[config.mk]
export PLATFORM = sky130hd
export DESIGN_NAME = ira_bridge
export DESIGN_NICKNAME = d
export VERILOG_FILES = /design/src/rtl/ira_pkg.sv /design/src/rtl/ira_bank.sv /design/src/rtl/ira_seq.sv /design/src/rtl/ira_hostregs.sv /design/src/rtl/ira_bridge.sv
export SDC_FILE = /design/constraint.sdc
export NUM_CORES = 1
export LEC_CHECK = 0
export CAP_MARGIN = 25
export CORE_MARGIN = 3
export CORE_UTILIZATION = 44
export DETAILED_ROUTE_END_ITERATION = 10
export DONT_BUFFER_PORTS = 1
export PLACE_DENSITY = 0.64
export SKIP_CTS_REPAIR_TIMING = 1
export SYNTH_ARGS = -nofsm -noshare
export SYNTH_HDL_FRONTEND = slang
export SYNTH_SLANG_ARGS = --single-unit
[constraint.sdc]
create_clock -name clk -period 2.7 [get_ports clk]
set_clock_uncertainty 0.05 [all_clocks]
set_input_delay 0.27 -clock clk [delete_from_list [all_inputs] [get_ports clk]]
set_output_delay 0.27 -clock clk [all_outputs]
set_load 0.005 [all_outputs]
[src/rtl/ira_pkg.sv]
package ira_pkg;

    localparam int REG_W   = 8;
    localparam int WORD_W  = 16;
    localparam int IADDR_W = 8;
    localparam int NBYTES  = WORD_W / REG_W;

    localparam int ST_BUSY = 0;
    localparam int ST_PEND = 1;
    localparam int ST_IEN  = 2;

    typedef enum logic [2:0] {
        SEL_DLO,
        SEL_DHI,
        SEL_ADDR,
        SEL_STAT,
        SEL_NONE
    } dsel_e;

    typedef struct packed {
        logic               is_write;
        logic [IADDR_W-1:0] addr;
        logic [WORD_W-1:0]  wdata;
    } req_t;

    function automatic dsel_e off_to_sel(input logic [1:0] off);
        case (off)
            2'd0:    return SEL_DLO;
            2'd1:    return SEL_DHI;
            2'd2:    return SEL_ADDR;
            default: return SEL_STAT;
        endcase
    endfunction

endpackage

[src/rtl/ira_bank.sv]
module ira_bank
    import ira_pkg::*;
#(
    parameter int NUM_REGS = 32
) (
    input  logic               clk,
    input  logic               we,
    input  logic [IADDR_W-1:0] addr,
    input  logic [WORD_W-1:0]  wdata,
    output logic [WORD_W-1:0]  rdata
);
    localparam int IDX_W = (NUM_REGS > 1) ? $clog2(NUM_REGS) : 1;
    localparam logic [IADDR_W:0] LIMIT = NUM_REGS[IADDR_W:0];

    logic [WORD_W-1:0] mem [NUM_REGS];
    logic              in_range;
    logic [IDX_W-1:0]  idx;

    assign in_range = ({1'b0, addr} < LIMIT);
    assign idx      = addr[IDX_W-1:0];

    // contents are intentionally not reset
    always_ff @(posedge clk) begin
        if (we && in_range)
            mem[idx] <= wdata;
    end

    assign rdata = in_range ? mem[idx] : '0;

endmodule

[src/rtl/ira_seq.sv]
module ira_seq
    import ira_pkg::*;
#(
    parameter int LATENCY = 4
) (
    input  logic               clk,
    input  logic               rst,
    input  logic               start,
    input  logic               start_write,
    input  logic [IADDR_W-1:0] start_addr,
    input  logic [WORD_W-1:0]  start_data,
    output logic               busy,
    output logic               done,
    output req_t               req
);
    localparam int CNT_W = $clog2(LATENCY) + 1;

    logic [CNT_W-1:0] cnt;

    assign done = busy && (cnt == '0);

    always_ff @(posedge clk) begin
        if (rst) begin
            busy <= 1'b0;
            cnt  <= '0;
            req  <= '0;
        end else if (start) begin
            busy         <= 1'b1;
            cnt          <= CNT_W'(LATENCY - 1);
            req.is_write <= start_write;
            req.addr     <= start_addr;
            req.wdata    <= start_data;
        end else if (done) begin
            busy <= 1'b0;
        end else if (busy) begin
            cnt <= cnt - 1'b1;
        end
    end

endmodule

[src/rtl/ira_hostregs.sv]
module ira_hostregs
    import ira_pkg::*;
(
    input  logic               clk,
    input  logic               rst,
    input  logic [NBYTES-1:0]  data_we,
    input  logic               addr_we,
    input  logic               stat_we,
    input  logic [REG_W-1:0]   wdata,
    input  logic               busy,
    input  logic               done,
    input  logic               done_read,
    input  logic [WORD_W-1:0]  rd_word,
    output logic [WORD_W-1:0]  data_q,
    output logic [IADDR_W-1:0] addr_q,
    output logic               dirty_q,
    output logic               pend_q,
    output logic               ien_q,
    output logic               start
);
    logic [REG_W-1:0] byte_q [NBYTES];

    assign start = addr_we && !busy;

    for (genvar b = 0; b < NBYTES; b++) begin : g_byte
        always_ff @(posedge clk) begin
            if (rst)
                byte_q[b] <= '0;
            else if (data_we[b])
                byte_q[b] <= wdata;
            else if (done_read)
                byte_q[b] <= rd_word[b*REG_W +: REG_W];
        end
        assign data_q[b*REG_W +: REG_W] = byte_q[b];
    end

    always_ff @(posedge clk) begin
        if (rst) begin
            addr_q  <= '0;
            dirty_q <= 1'b0;
            pend_q  <= 1'b0;
            ien_q   <= 1'b0;
        end else begin
            if (start)
                addr_q <= wdata;

            if (|data_we)
                dirty_q <= 1'b1;
            else if (start || done_read)
                dirty_q <= 1'b0;

            // completion wins over a same-edge clear
            if (done)
                pend_q <= 1'b1;
            else if (stat_we && wdata[ST_PEND])
                pend_q <= 1'b0;

            if (stat_we)
                ien_q <= wdata[ST_IEN];
        end
    end

endmodule

[src/rtl/ira_bridge.sv]
module ira_bridge
    import ira_pkg::*;
#(
    parameter int DADDR_W  = 8,
    parameter int BASE     = 28,
    parameter int NUM_REGS = 32,
    parameter int LATENCY  = 4
) (
    input  logic               clk,
    input  logic               rst,
    input  logic               reg_wr,
    input  logic [DADDR_W-1:0] reg_addr,
    input  logic [REG_W-1:0]   reg_wdata,
    output logic [REG_W-1:0]   reg_rdata,
    output logic               irq
);
    localparam logic [DADDR_W-1:0] BASE_V = BASE[DADDR_W-1:0];
    localparam logic [DADDR_W-1:0] WIN    = DADDR_W'(4);

    logic [DADDR_W-1:0] off;
    dsel_e              sel;
    logic [NBYTES-1:0]  data_we;
    logic               host_data_wr;
    logic               addr_wr;
    logic               stat_we;

    logic [WORD_W-1:0]  data_q;
    logic [IADDR_W-1:0] addr_q;
    logic               dirty_q;
    logic               pend_q;
    logic               ien_q;
    logic               start;
    logic               busy;
    logic               done;
    logic               done_read;
    req_t               req;
    logic [WORD_W-1:0]  bank_rdata;

    assign off = reg_addr - BASE_V;
    assign sel = (off < WIN) ? off_to_sel(off[1:0]) : SEL_NONE;

    assign data_we[0]   = reg_wr && (sel == SEL_DLO);
    assign data_we[1]   = reg_wr && (sel == SEL_DHI);
    assign host_data_wr = |data_we;
    assign addr_wr      = reg_wr && (sel == SEL_ADDR);
    assign stat_we      = reg_wr && (sel == SEL_STAT);
    assign done_read    = done && !req.is_write;

    ira_hostregs u_hostregs (
        .clk       (clk),
        .rst       (rst),
        .data_we   (data_we),
        .addr_we   (addr_wr),
        .stat_we   (stat_we),
        .wdata     (reg_wdata),
        .busy      (busy),
        .done      (done),
        .done_read (done_read),
        .rd_word   (bank_rdata),
        .data_q    (data_q),
        .addr_q    (addr_q),
        .dirty_q   (dirty_q),
        .pend_q    (pend_q),
        .ien_q     (ien_q),
        .start     (start)
    );

    ira_seq #(.LATENCY(LATENCY)) u_seq (
        .clk         (clk),
        .rst         (rst),
        .start       (start),
        .start_write (dirty_q),
        .start_addr  (reg_wdata),
        .start_data  (data_q),
        .busy        (busy),
        .done        (done),
        .req         (req)
    );

    ira_bank #(.NUM_REGS(NUM_REGS)) u_bank (
        .clk   (clk),
        .we    (done && req.is_write),
        .addr  (req.addr),
        .wdata (req.wdata),
        .rdata (bank_rdata)
    );

    always_comb begin
        case (sel)
            SEL_DLO:  reg_rdata = data_q[REG_W-1:0];
            SEL_DHI:  reg_rdata = data_q[WORD_W-1:REG_W];
            SEL_ADDR: reg_rdata = addr_q;
            SEL_STAT: reg_rdata = {{(REG_W-3){1'b0}}, ien_q, pend_q, busy};
            default:  reg_rdata = '0;
        endcase
    end

    assign irq = pend_q && ien_q;

endmodule

; ---- Yosys cells after proc, flatten, opt, wreduce, memory -nomap -nowiden
; Memories as Yosys holds them, arrays and structs flattened. A register that Yosys moved wholly into a read port is not among the register bits.
; Cells that the tools add are included.
[totals]
reg_bits = 32
ramBits = 528
output_inout_bits = 9
word_cells = 87
n_memories = 2
[classes]
addsub = 2
magnitude_cmp = 2
eq_ne = 6
muxes = 36
bitwise = 5
n_reduce_logical = 25
[mem_list]
columns = memory, words, width, rd, rd_ports_with_merged_regs, wr, line_no
row1 = u_bank.mem, 32, 16, 1, 1, 1, ira_bank.sv:15  ; logic [WORD_W-1:0] mem [NUM_REGS];
row2 = u_hostregs.byte_q, 2, 8, 2, 0, 2, ira_hostregs.sv:21  ; logic [REG_W-1:0] byte_q [NBYTES];
[ops]
columns = op, count
row1 = $mux W8, 4
row2 = $pmux W8 S4, 1
row3 = $mux W1, 23
row4 = $mux W16, 1
row5 = $logic_and A1 B1 Y1, 11
row6 = $mux W5, 2
row7 = $lt A8 B3 Y1 const B, 1
row8 = $lt A8 B6 Y1 const B, 1
row9 = $reduce_bool A2 Y1, 4
row10 = $sub A8 B5 Y8 const B, 1
row11 = $eq A3 B2 Y1 const B, 2
row12 = $logic_not A3 Y1, 2
row13 = $mux W2, 3
row14 = $pmux W2 S3, 1
row15 = $or A1 B1 Y1, 4
row16 = $reduce_and A2 Y1, 2
row17 = $reduce_or A2 Y1, 2
row18 = $eq A3 B1 Y1 const B, 1
row19 = $mux W3, 1
row20 = $sub A3 B1 Y3 const B, 1
row21 = $eq A2 B1 Y1 const B, 1
row22 = $eq A2 B2 Y1 const B, 1
row23 = $logic_not A1 Y1, 2
row24 = $logic_not A2 Y1, 1
row25 = 3 further kinds, 3

; ---- Longest topological paths before layout
; Gate-level depths: netlist (run 1).
[logic_depth]
ltp_word = 11
mapped_depth = 9
ltp_nobuf = 7

; ---- By module
; From an unflattened synthesis (run 1), not the netlist that was laid out.
[hier_totals]
cells_unflattened = 1342
hier_area_um2 = 22401.5
[by_module_without_submodules]
columns = module, n_inst, cells_per_inst, area_per_inst_um2, seq_area_each_um2
row1 = ira_bank, 1, 1090, 19795.2, 15374.7
row2 = ira_hostregs, 1, 105, 1134.8, 700.7
row3 = ira_seq, 1, 105, 1118.6, 580.6
row4 = ira_bridge, 1, 42, 352.8, 0.0

; ---- Worst setup path after synthesis (run 1)
; No wires, ideal clock.
[synth_timing]
path_kind = reg2reg
startpoint = register u_seq.cnt[0]
endpoint = memory u_bank.mem[24][0], enable pin
arrival_ns = 2.038
required_time_ns = 2.262
slack_ns = 0.223
stages_incl_launch_ff = 8
path_buffers = 0
period_less_slack_ns = 2.477
path_cell_list = dfxtp_1 -> inv_1 -> ha_1 -> nand3b_1 -> nor4_1 -> and3b_1 -> nand3_1 -> nor2_1
[synth_via]
elab_chain_len = 6
[synth_rtl]
columns = element, line_no
row1 = start: declaration, ira_seq.sv:18  ; logic [CNT_W-1:0] cnt;
row2 = start signal: assignment, ira_seq.sv:29  ; cnt <= CNT_W'(LATENCY - 1);
row3 = start signal: assignment, ira_seq.sv:36  ; cnt <= cnt - 1'b1;
row4 = $logic_not A3 Y1, ira_seq.sv:20  ; assign done = busy && (cnt == '0);
row5 = $logic_and A1 B1 Y1, ira_seq.sv:20
row6 = $logic_and A1 B1 Y1, ira_bridge.sv:82  ; .we (done && req.is_write),
row7 = $logic_and A1 B1 Y1, ira_bank.sv:24  ; if (we && in_range)
row8 = $mux W1, ira_bank.sv:24
row9 = $mux W1 (implied by the code), ira_bank.sv:25  ; mem[idx] <= wdata;
row10 = end: declaration, ira_bank.sv:15
; Every way passes these cells.

; ---- Worst setup path after layout (run 1)
[layout_timing]
startpoint = register u_seq.cnt[0]
endpoint = memory u_bank.mem[6][8], enable pin
; The elaborated chain is that of the path after synthesis.

==> results_dict.tcl, run 1 <==
set metrics [dict create \
    status "finished, final reports clean" \
    ant_nets 0 \
    syn_nets 1126 \
    async_reset_ff_share_pct 0 \
    vias 11400 \
    end_kind "flip-flop" \
    grt.total_usage_pct 20.1 \
    drt_iter0_markers 1315 \
    slowest_stage "and3_1" \
    avgViaCountPerCell 5.87 \
    critPathLaunchType "flip-flop" \
    crit_type "reg2reg" \
    p_per_area_nw_per_um2 662 \
    finalHoldViolations 0 \
    ir_drop_uv 481 \
    grt_max_degree 37 \
    nFillCells 3869 \
    synth_edf_count 528 \
    netlist_instances 1105 \
    io_buffers 0 \
    hp-start "reg_addr[1]" \
    clock_path_buffers 3 \
    finalInstanceArea_um2 25600 \
    crit_path_max_fanout 13 \
    crit_arrival_ns 2.88 \
    n_antenna_cell 0 \
    syn_to_final_growth_pct 16.9 \
    slew_headroom_pct 41.2 \
    worstMarginPinSlew_ns 0.880 \
    slowest_delay_ns 0.45 \
    nets 1257 \
    dp_hpwl_um 33100 \
    finalCritPeriodShare_pct 97.2 \
    path_cells "inv_1 > ha_1 > nand3b_1 > nor4_1 > and3_1 > nand2_1 > nor2_1 > buf_12" \
    die_x_um 229 \
    cts.sinks 565 \
    ys_seq_area_share_pct 75.8 \
    r2r-start "u_seq.cnt[0]" \
    synth_area_per_cell_um2 19.8 \
    grt_pass1_wl_um 77300 \
    hp-class "in2reg" \
    drive_gt1_share_pct 25.9 \
    rows 81 \
    num_io_pins 28 \
    tns_ns 0 \
    pre_cts_ws_ns 0.102 \
    core_um2 49100 \
    cts-buffers-inserted 57 \
    rsz0062_at_grt "false" \
    drt_first_pass_iters 6 \
    wirelength_um 52800 \
    finalMaxSlewViolations 0 \
    ys_ff_latch 565 \
    min_period_ns 2.63 \
    start_util_pct 44.6 \
    clk_latency_ns 0.60 \
    gp_congestion 0.873 \
    timing.fmax_mhz 381 \
    path_clk_slew_ns 0.06 \
    yosys_warnings 0 \
    placed_area_um2 23700 \
    ys.flop_type "edfxtp_1" \
    ctsRootBufferMaster "clkbuf_16" \
    post-route-drc-count 0 \
    die_h_um 229 \
    leakagePower_nw 8.63 \
    syn_area_um2 21900 \
    setup_slack_ns 0.0747 \
    h-tree-depth 2 \
    cp_data_required_time_ns 2.95 \
    cts_tree "done" \
    antenna_found_initial 1 \
    wire_per_inst_um 27.2 \
    grt-ovfl-total 0 \
    die_area_um2 52500 \
    max-cap-violations 0 \
    grt_pass1_vias 11400 \
    synthDistinctLibCells 53 \
    critPathLaunch "u_seq.cnt[0]" \
    setup_viol 0 \
]
registers in the layout, summed over array words and instances, names as in the netlist, named ones only:
signal	cells
u_seq.cnt	3
u_hostregs.byte_q	16
u_bank.mem	512
u_hostregs.pend_q	1
u_seq.req	25
u_seq.busy	1
u_hostregs.ien_q	1
u_hostregs.dirty_q	1
metal layers:
metal / global-route usage (%) / share of wire [%] / wire length (um) / up-vias
li1: - / - / - / 4808
met1: 28.2 / 41 / 21600 / 5961
met2: 31.4 / 47 / 24800 / 516
met3: 4.98 / 8.8 / 4660 / 106
met4: 6.55 / 3.3 / 1730 / 0
met5: 0 / 0 / 0 / -
path summary, 6_finish.rpt:
check | cells after the start | end | slack (ns)
worst max-delay path | 8 | u_bank.mem[6][8] | 0.07
worst min-delay path | 4 | u_seq.req[23] | 0.01
worst max register to register | 8 | u_bank.mem[6][8] | 0.07
worst min register to register | 2 | u_seq.req[24] | 0.41
area by class of cell:
class                      instances  area [um2]  share of cell area, %
clock buffer                      69        1470                   5.75
clock inverter                    32         259                   1.01
inverter                           4        15.0                 0.0587
multi-input combinational        476        4920                   19.2
sequential                       565       16600                   64.9
tap                              664         831                   3.25
timing repair buffer             132        1490                   5.83
logic make-up after synthesis:
group / after synthesis / synth area share, %
adders and majority gates: 2 / 0.114
muxes: 152 / 14.5
buffers and inverters: 64 / 1.70
DFF: 565 / 75.8
AOI/OAI and AO/OA: 119 / 3.56
and+or+nand+nor: 203 / 4.33
where the power goes:
group          internal, W  switching (W)
logic            0.0000335      0.0000484
clock network      0.00423        0.00319
registers          0.00944     0.00000921
total               0.0137        0.00325
worst max-delay path, delay by kind of cell, from the launching register on:
family / cells / cell delay, ns
DFF: 1 / 0.32
and+or+nand+nor: 5 / 1.46
adders and majority gates: 1 / 0.19
buffers and inverters: 2 / 0.30
cell usage after synthesis, types with 4 or more instances:
cell type / instances / area share [%]
mux4_2: 118 / 12
mux2_2: 7 / 0.36
nor2_1: 59 / 1.0
nand3_1: 7 / 0.16
or3_1: 7 / 0.20
mux4_1: 10 / 1.2
buf_4: 5 / 0.17
a2111oi_0: 4 / 0.16
buf_2: 25 / 0.57
and3_1: 4 / 0.11
nand2_1: 77 / 1.3
edfxtp_1: 528 / 72
clkbuf_1: 17 / 0.29
a21oi_1: 33 / 0.75
o22ai_1: 44 / 1.3
buf_6: 8 / 0.41
inv_1: 4 / 0.069
nand2b_1: 5 / 0.14
nor2b_1: 12 / 0.34
a22o_1: 6 / 0.24
mux2i_1: 17 / 0.78
a22oi_1: 4 / 0.14
dfxtp_1: 37 / 3.4
or2_2: 4 / 0.11
o21ai_0: 4 / 0.091
nor3_1: 9 / 0.21
a211oi_1: 4 / 0.14
through the flow:
| step | util (%) | hold slack, ns | total power (W) | instances |
|---|---|---|---|---|
| after floorplan | - | 0.360 | 0.00967 | 1105 |
| after detailed placement | 48.3 | 0.295 | 0.00968 | 1827 |
| after global placement | 48.3 | 0.294 | 0.00968 | 1827 |
| final | 52.2 | 0.0100 | 0.0169 | 1942 |
| after CTS | 51.8 | -0.344 | 0.0170 | 1928 |
| after global routing | 52.2 | 0.0215 | 0.0174 | 1942 |
layout by cell type (no fill, tap or decap), drive strengths merged, types with 3 or more instances in the layout:
master	instances
a2111oi	4
a211oi	4
a21oi	33
a22o	6
a22oi	4
a31oi	3
and3	4
buf	120
bufinv	4
clkbuf	69
clkinv	23
clkinvlp	3
dfxtp	37
dlygate4sd3	12
edfxtp	528
inv	6
mux2	7
mux2i	17
mux4	128
nand2	77
nand2b	5
nand3	7
nand3b	3
nor2	59
nor2b	12
nor3	11
nor4	3
o211ai	3
o21a	3
o21ai	4
o22ai	44
or2	4
or3	7
or4	3
Power figures use the tool's default switching activity.
==> run 2: changes to the inputs <==
- CORE_UTILIZATION: 44 -> 40
- DONT_BUFFER_PORTS: 1 -> not set
- PLACE_DENSITY: 0.64 -> 0.6
==> run 2 against run 1 <==
Final area rose by 0.90%. Highest routed layer is now met5. Die area rose by 9.7%. Final cell count rose by 3.0%. Sequential power barely moved. Critical path depth fell by 2. Total power rose by 0.28%.
==> results_dict.tcl, run 2 (synthesis gave the netlist of run 1 again) <==
set metrics [dict create \
    layout_common_cells "edfxtp_1 (528), mux4_2 (118), buf_4 (105)" \
    syn_to_final_growth_pct 18.0 \
    cp_top_family "compound AO/OA/AOI/OAI gates" \
    worst_path_most_repeated_cell "buf_4" \
    min_to "u_seq.req[21]" \
    p_per_area_nw_per_um2 658 \
    io_buffers 27 \
    vias 11400 \
    rows 85 \
    path_clk_slew_ns 0.06 \
    antenna_found_initial 1 \
    ctsRootBufferMaster "clkbuf_16" \
    min_period_ns 2.60 \
    clockPowerShare_pct 43.8 \
    core_um2 54000 \
    hp-start "reg_wdata[5]" \
    grt.total_usage_pct 19.3 \
    slowest_stage "dfxtp_4" \
    finalCritPeriodShare_pct 96.3 \
    power.switching_w 0.00326 \
    post-route-util_pct 47.8 \
    slew_headroom_pct 37.0 \
    hp-class "in2reg" \
    ir_drop_uv 429 \
    p_int_w 0.0137 \
    leakagePower_nw 8.77 \
    ant_nets 0 \
    wirelength_um 54600 \
    clk_latency_ns 0.60 \
    h-tree-depth 2 \
    grt_max_degree 36 \
    finalMaxSlewViolations 0 \
    critPathLaunchType "flip-flop" \
    grt_pass1_wl_um 80200 \
    grt-ovfl-total 0 \
    crit_path_max_fanout 25 \
    post-route-drc-count 0 \
    avgViaCountPerCell 5.72 \
    cp_data_required_time_ns 3.00 \
    nets 1285 \
    setup_viol 0 \
    combPwrFrac_pct 0.6 \
    reg2reg_to "u_hostregs.byte_q[1][7]" \
    die_x_um 240 \
    rsz0062_at_grt "false" \
    layout_commonest_cell "edfxtp_1" \
    status "finished, final reports clean" \
    largest_register_ffs 512 \
    r2r_cells 6 \
    cts.sinks 565 \
    clock_path_buffers 3 \
    cts_tree "done" \
    cts-buffers-inserted 56 \
    r2r_slack_ns 0.10 \
    dp_hpwl_um 34500 \
    max-cap-violations 0 \
    top_register "u_bank.mem" \
    crit_arrival_ns 2.90 \
    end_kind "flip-flop" \
    die_h_um 240 \
    finalHoldViolations 0 \
    crit_type "reg2reg" \
    path_cells "buf_4 > mux4_2 > a211oi_1 > nor3_1 > buf_4 > a22o_1" \
    swShare_pct 19.2 \
    min_path_cells 3 \
    wire_per_inst_um 27.3 \
    die_area_um2 57600 \
    start_util_pct 40.5 \
    cp_num_buf_inv 2 \
    grt_pass1_vias 11700 \
    timing.fmax_mhz 385 \
    seq_power_share_pct 55.6 \
    drt_iter0_markers 1200 \
    worstMarginPinSlew_ns 0.944 \
    slowest_delay_ns 0.71 \
    drt_first_pass_iters 5 \
    gp_congestion 0.880 \
    drive_gt1_share_pct 27.3 \
    largest_registers "u_bank.mem (512), u_seq.req (25), u_hostregs.byte_q (16)" \
    num_io_pins 28 \
    p_total_w 0.0170 \
]
run 2: cell types whose count changed in the layout (fill, tap and decap cells not counted), moves of 4 or more:
cell             previous run  this run
clkbuf_8                    0         4
dlygate4sd3_1              12         0
clkbuf_1                   12         8
clkdlybuf4s50_1             0        27
buf_4                      83       105
clkinv_1                   16        11
buf_12                     36        28
run 2: power groups by stage:
stage                logic, W  clock network (W)  registers, W
floorplan           0.0000474                  0       0.00963
global placement     0.000103                  0       0.00963
detailed placement   0.000104                  0       0.00963
CTS                  0.000104            0.00759       0.00944
global route         0.000112            0.00793       0.00944
finish               0.000105            0.00744       0.00944
run 2: layout make-up:
cell class                 count  area, um2
clock buffer                  71       1560
timing repair buffer         161       1650
fill                        4435      28200
tap                          696        871
antenna                        1       2.50
multi-input combinational    476       4930
sequential                   565      16600
inverter                       4       15.0
clock inverter                27        189
run 2: layer usage:
metal,share of wire [%],vias up,track usage [%]
met3,7.4,98,4.59
met1,43,6057,26.8
met2,47,433,30.8
li1,-,4847,-
met5,0.024,-,0
met4,2.8,2,5.63
run 2: worst max-delay path by stage:
stage,startpoint,endpoint,slack [ns],cells after the start
2_1_floorplan,u_seq.cnt[0],u_bank.mem[24][0],0.22,7
3_3_place_gp,flip-flop,u_hostregs.byte_q[1][6],-0.02,6
3_5_place_dp,rst,u_hostregs.byte_q[0][1],-0.07,6
4_1_cts,flip-flop,u_hostregs.byte_q[1][6],0.01,6
5_1_grt,u_seq.cnt[0],u_bank.mem[10][1],0.01,8
6_report,flip-flop,u_hostregs.byte_q[1][7],0.10,6
run 2: worst reg2reg max path: stages, from the launching register on:
cell      delay, ns
dfxtp_4        0.71
buf_4          0.28
mux4_2         0.28
a211oi_1       0.55
nor3_1         0.13
buf_4          0.17
a22o_1         0.19
run 2: stage by stage:
step / setup TNS [ns] / area, um2 / setup WS [ns] / instances / hold slack [ns]
after floorplan: 0 / 21900 / 0.223 / 1105 / 0.360
after global placement: -0.0220 / 24000 / -0.0220 / 1898 / 0.396
after detailed placement: -0.0725 / 24000 / -0.0725 / 1898 / 0.400
after CTS: 0 / 25700 / 0.0142 / 1996 / 0.280
after global routing: 0 / 25800 / 0.0116 / 2000 / 0.317
final: 0 / 25800 / 0.100 / 2001 / 0.343
==> run 3: changes to the inputs <==
- CORE_MARGIN: 3 -> not set
- SYNTH_HIERARCHICAL: not set -> 1
==> run 3 against run 2 <==
Sequential cell count is 3 higher. First-iteration DRC count is 2.8% higher. Register-to-register slack hardly changed. Final area is 2.2% higher. Largest cell class unchanged. Fmax is 0.16% higher. Sequential share of layout area is 1.2 points lower. Count of clock-buffer cells in the layout is 4 lower. Clock power is 3% higher. Sequential power is 0.5% higher. Die area is 1.1% lower. Final cell count is 13% higher.
==> results_dict.tcl, run 3 <==
set metrics [dict create \
    status "finished, final reports clean" \
    grt_pass1_vias 12200 \
    syn_to_final_growth_pct 17.8 \
    ctsRootBufferMaster "clkbuf_16" \
    hold_slack_ns 0.0332 \
    synth_top_cells_by_count "edfxtp_1 (528), mux2i_1 (288), o22ai_1 (128)" \
    finalCritPeriodShare_pct 96.1 \
    path_cells "mux4_1 > and2b_2 > clkdlybuf4s50_1" \
    hp-start "rst" \
    rsz0062_at_grt "false" \
    worstMarginPinSlew_ns 0.931 \
    end_kind "primary output" \
    vias 12500 \
    slowest_stage "mux4_1" \
    ys_ff_latch 568 \
    antenna_found_initial 2 \
    ir_drop_uv 403 \
    netlist_instances 1342 \
    rows 86 \
    min_path_cells 2 \
    layout_common_cells "edfxtp_1 (528), mux2i_1 (288), o22ai_1 (128)" \
    layout_commonest_cell "edfxtp_1" \
    min_to "u_seq/req[16]" \
    cp.depth 3 \
    cp_top_family "multiplexers" \
    timing.fmax_mhz 385 \
    yosysTopAreaCellShare_pct 70.8 \
    critPathLaunchType "flip-flop" \
    clock_path_buffers 3 \
    largest_registers "u_bank/mem (512), u_seq/req (25), u_hostregs/byte_q (16)" \
    cts.sinks 568 \
    clockPowerShare_pct 44.3 \
    leakagePower_nw 7.19 \
    grt.total_usage_pct 20.1 \
    synth_top_area_cell "edfxtp_1" \
    grt_pass1_wl_um 82900 \
    synth_area_per_cell_um2 16.7 \
    drt_iter0_markers 1233 \
    io_buffers 27 \
    drive_gt1_share_pct 15.8 \
    num_io_pins 28 \
    crit_path_max_fanout 2 \
    synthTopCellsByArea "edfxtp_1 (71%), mux2i_1 (13%), dfxtp_1 (3.6%), o22ai_1 (3.6%), nor2_1 (1.8%)" \
    p_int_w 0.0139 \
    finalMaxSlewViolations 0 \
    die_h_um 239 \
    hp-class "in2reg" \
    slowest_delay_ns 0.53 \
    h-tree-depth 2 \
    synth_edf_count 528 \
    clk_latency_ns 0.62 \
    nets 1496 \
    finalInstanceArea_um2 26400 \
    p_per_area_nw_per_um2 653 \
    grt-ovfl-total 0 \
    avgViaCountPerCell 5.50 \
    cts_tree "done" \
    power.switching_w 0.00329 \
    cp_data_required_time_ns 2.38 \
    syn_nets 1363 \
    slew_headroom_pct 37.8 \
    synthDistinctLibCells 43 \
    r2r_cells 8 \
    combPwrFrac_pct 0.7 \
    max-cap-violations 0 \
    drt_first_pass_iters 6 \
    top_register "u_bank/mem" \
    start_util_pct 40.6 \
    reg2reg_to "u_hostregs/byte_q[0][2]" \
    wire_per_inst_um 25.0 \
    largest_register_ffs 512 \
    ys.flop_type "edfxtp_1" \
    core_um2 55200 \
    crit_type "reg2out" \
    finalHoldViolations 0 \
    crit_arrival_ns 2.28 \
    syn_area_um2 22400 \
    die_area_um2 57000 \
    r2r_slack_ns 0.11 \
    grt_max_degree 46 \
    ys_seq_area_share_pct 74.4 \
    die_x_um 239 \
    p_total_w 0.0172 \
    cts-buffers-inserted 56 \
    wirelength_um 56600 \
    yosys_warnings 6 \
    swShare_pct 19.1 \
    path_clk_slew_ns 0.07 \
    ant_nets 0 \
    gp_congestion 0.860 \
    seq_power_share_pct 55.0 \
    setup_viol 0 \
    placed_area_um2 24600 \
    min_period_ns 2.60 \
    cp_num_buf_inv 1 \
    yosysMostFrequentCell "edfxtp_1" \
    post-route-drc-count 0 \
    async_reset_ff_share_pct 0 \
    r2r-start "u_seq/req[16]" \
    dp_hpwl_um 36500 \
]
==> run 3: cell count changes in the layout (fill, tap and decap cells not counted), sizes merged, moves of 7 or more <==
cell	delta
mux2i	+271
mux4	-125
o22ai	+84
nor2	+51
nand2	-50
a21oi	-17
a31oi	+13
nor4	+13
a22oi	+12
mux2	-7
nor2b	-7
==> run 3: routing by layer <==
layer / GRT usage [%] / wire, um / up-vias
met3: 3.53 / 3640 / 86
met4: 6.31 / 1410 / 0
met1: 26.9 / 23900 / 6382
li1: - / - / 5574
met2: 33.3 / 27700 / 418
met5: 0 / 0 / -
==> run 3: how the worst max path moves through the flow <==
stage                                         end  slack, ns               startpoint
after detailed placement  u_hostregs/byte_q[1][7]       0.05              reg_addr[5]
final                                reg_rdata[0]       0.10  u_hostregs/byte_q[0][0]
after global routing      u_hostregs/byte_q[1][4]      0.003            u_seq/req[16]
after CTS                 u_hostregs/byte_q[0][0]       0.04            u_seq/req[16]
after floorplan                 u_bank/mem[28][0]      -0.01             u_seq/cnt[0]
after global placement    u_hostregs/byte_q[0][0]       0.07            u_seq/req[16]
==> run 3: cells by family (layout without fill, tap and decap cells) <==
| kind of cell | count (synthesis) | count (layout) | synth area share, % |
|---|---|---|---|
| compound gates | 178 | 178 | 4.98 |
| fa+ha+maj | 2 | 2 | 0.112 |
| buf+inv | 89 | 264 | 2.28 |
| flops | 568 | 568 | 74.4 |
| mux | 291 | 291 | 13.2 |
| other cells | 0 | 1 | 0 |
| simple gates | 214 | 214 | 5.07 |
==> run 3: power by group through the flow <==
stage | Combinational, W | Sequential, W | Clock (W)
final | 0.000117 | 0.00949 | 0.00763
after global routing | 0.000122 | 0.00948 | 0.00812
after CTS | 0.000116 | 0.00949 | 0.00779
after detailed placement | 0.000115 | 0.00968 | 0
after global placement | 0.000114 | 0.00968 | 0
after floorplan | 0.0000502 | 0.00967 | 0
==> run 3: worst register-to-register path, stage by stage (launching register included) <==
cell	delay, ns
dfxtp_4	0.54
buf_12	0.33
mux2i_1	0.40
o22ai_1	0.14
nor4_1	0.38
buf_4	0.19
a31oi_1	0.08
a22oi_1	0.16
nor2_1	0.05
==> run 3: per-stage QoR <==
step                TNS (ns)  worst slack [ns]  util (%)  instances
floorplan              -1.24           -0.0129         -       1342
global placement           0            0.0653      44.5       2164
detailed placement         0            0.0464      44.5       2165
CTS                        0            0.0364      47.8       2265
global route               0           0.00309      47.8       2265
finish                     0             0.104      47.8       2266
==> run 3: layout make-up <==
type | instances | area, um2
fill | 4632 | 28800
sequential | 568 | 16700
multi-input combinational | 685 | 5270
timing repair buffer | 160 | 1720
clock buffer | 67 | 1460
tap | 748 | 936
clock inverter | 33 | 322
inverter | 4 | 20.0
antenna | 1 | 2.50
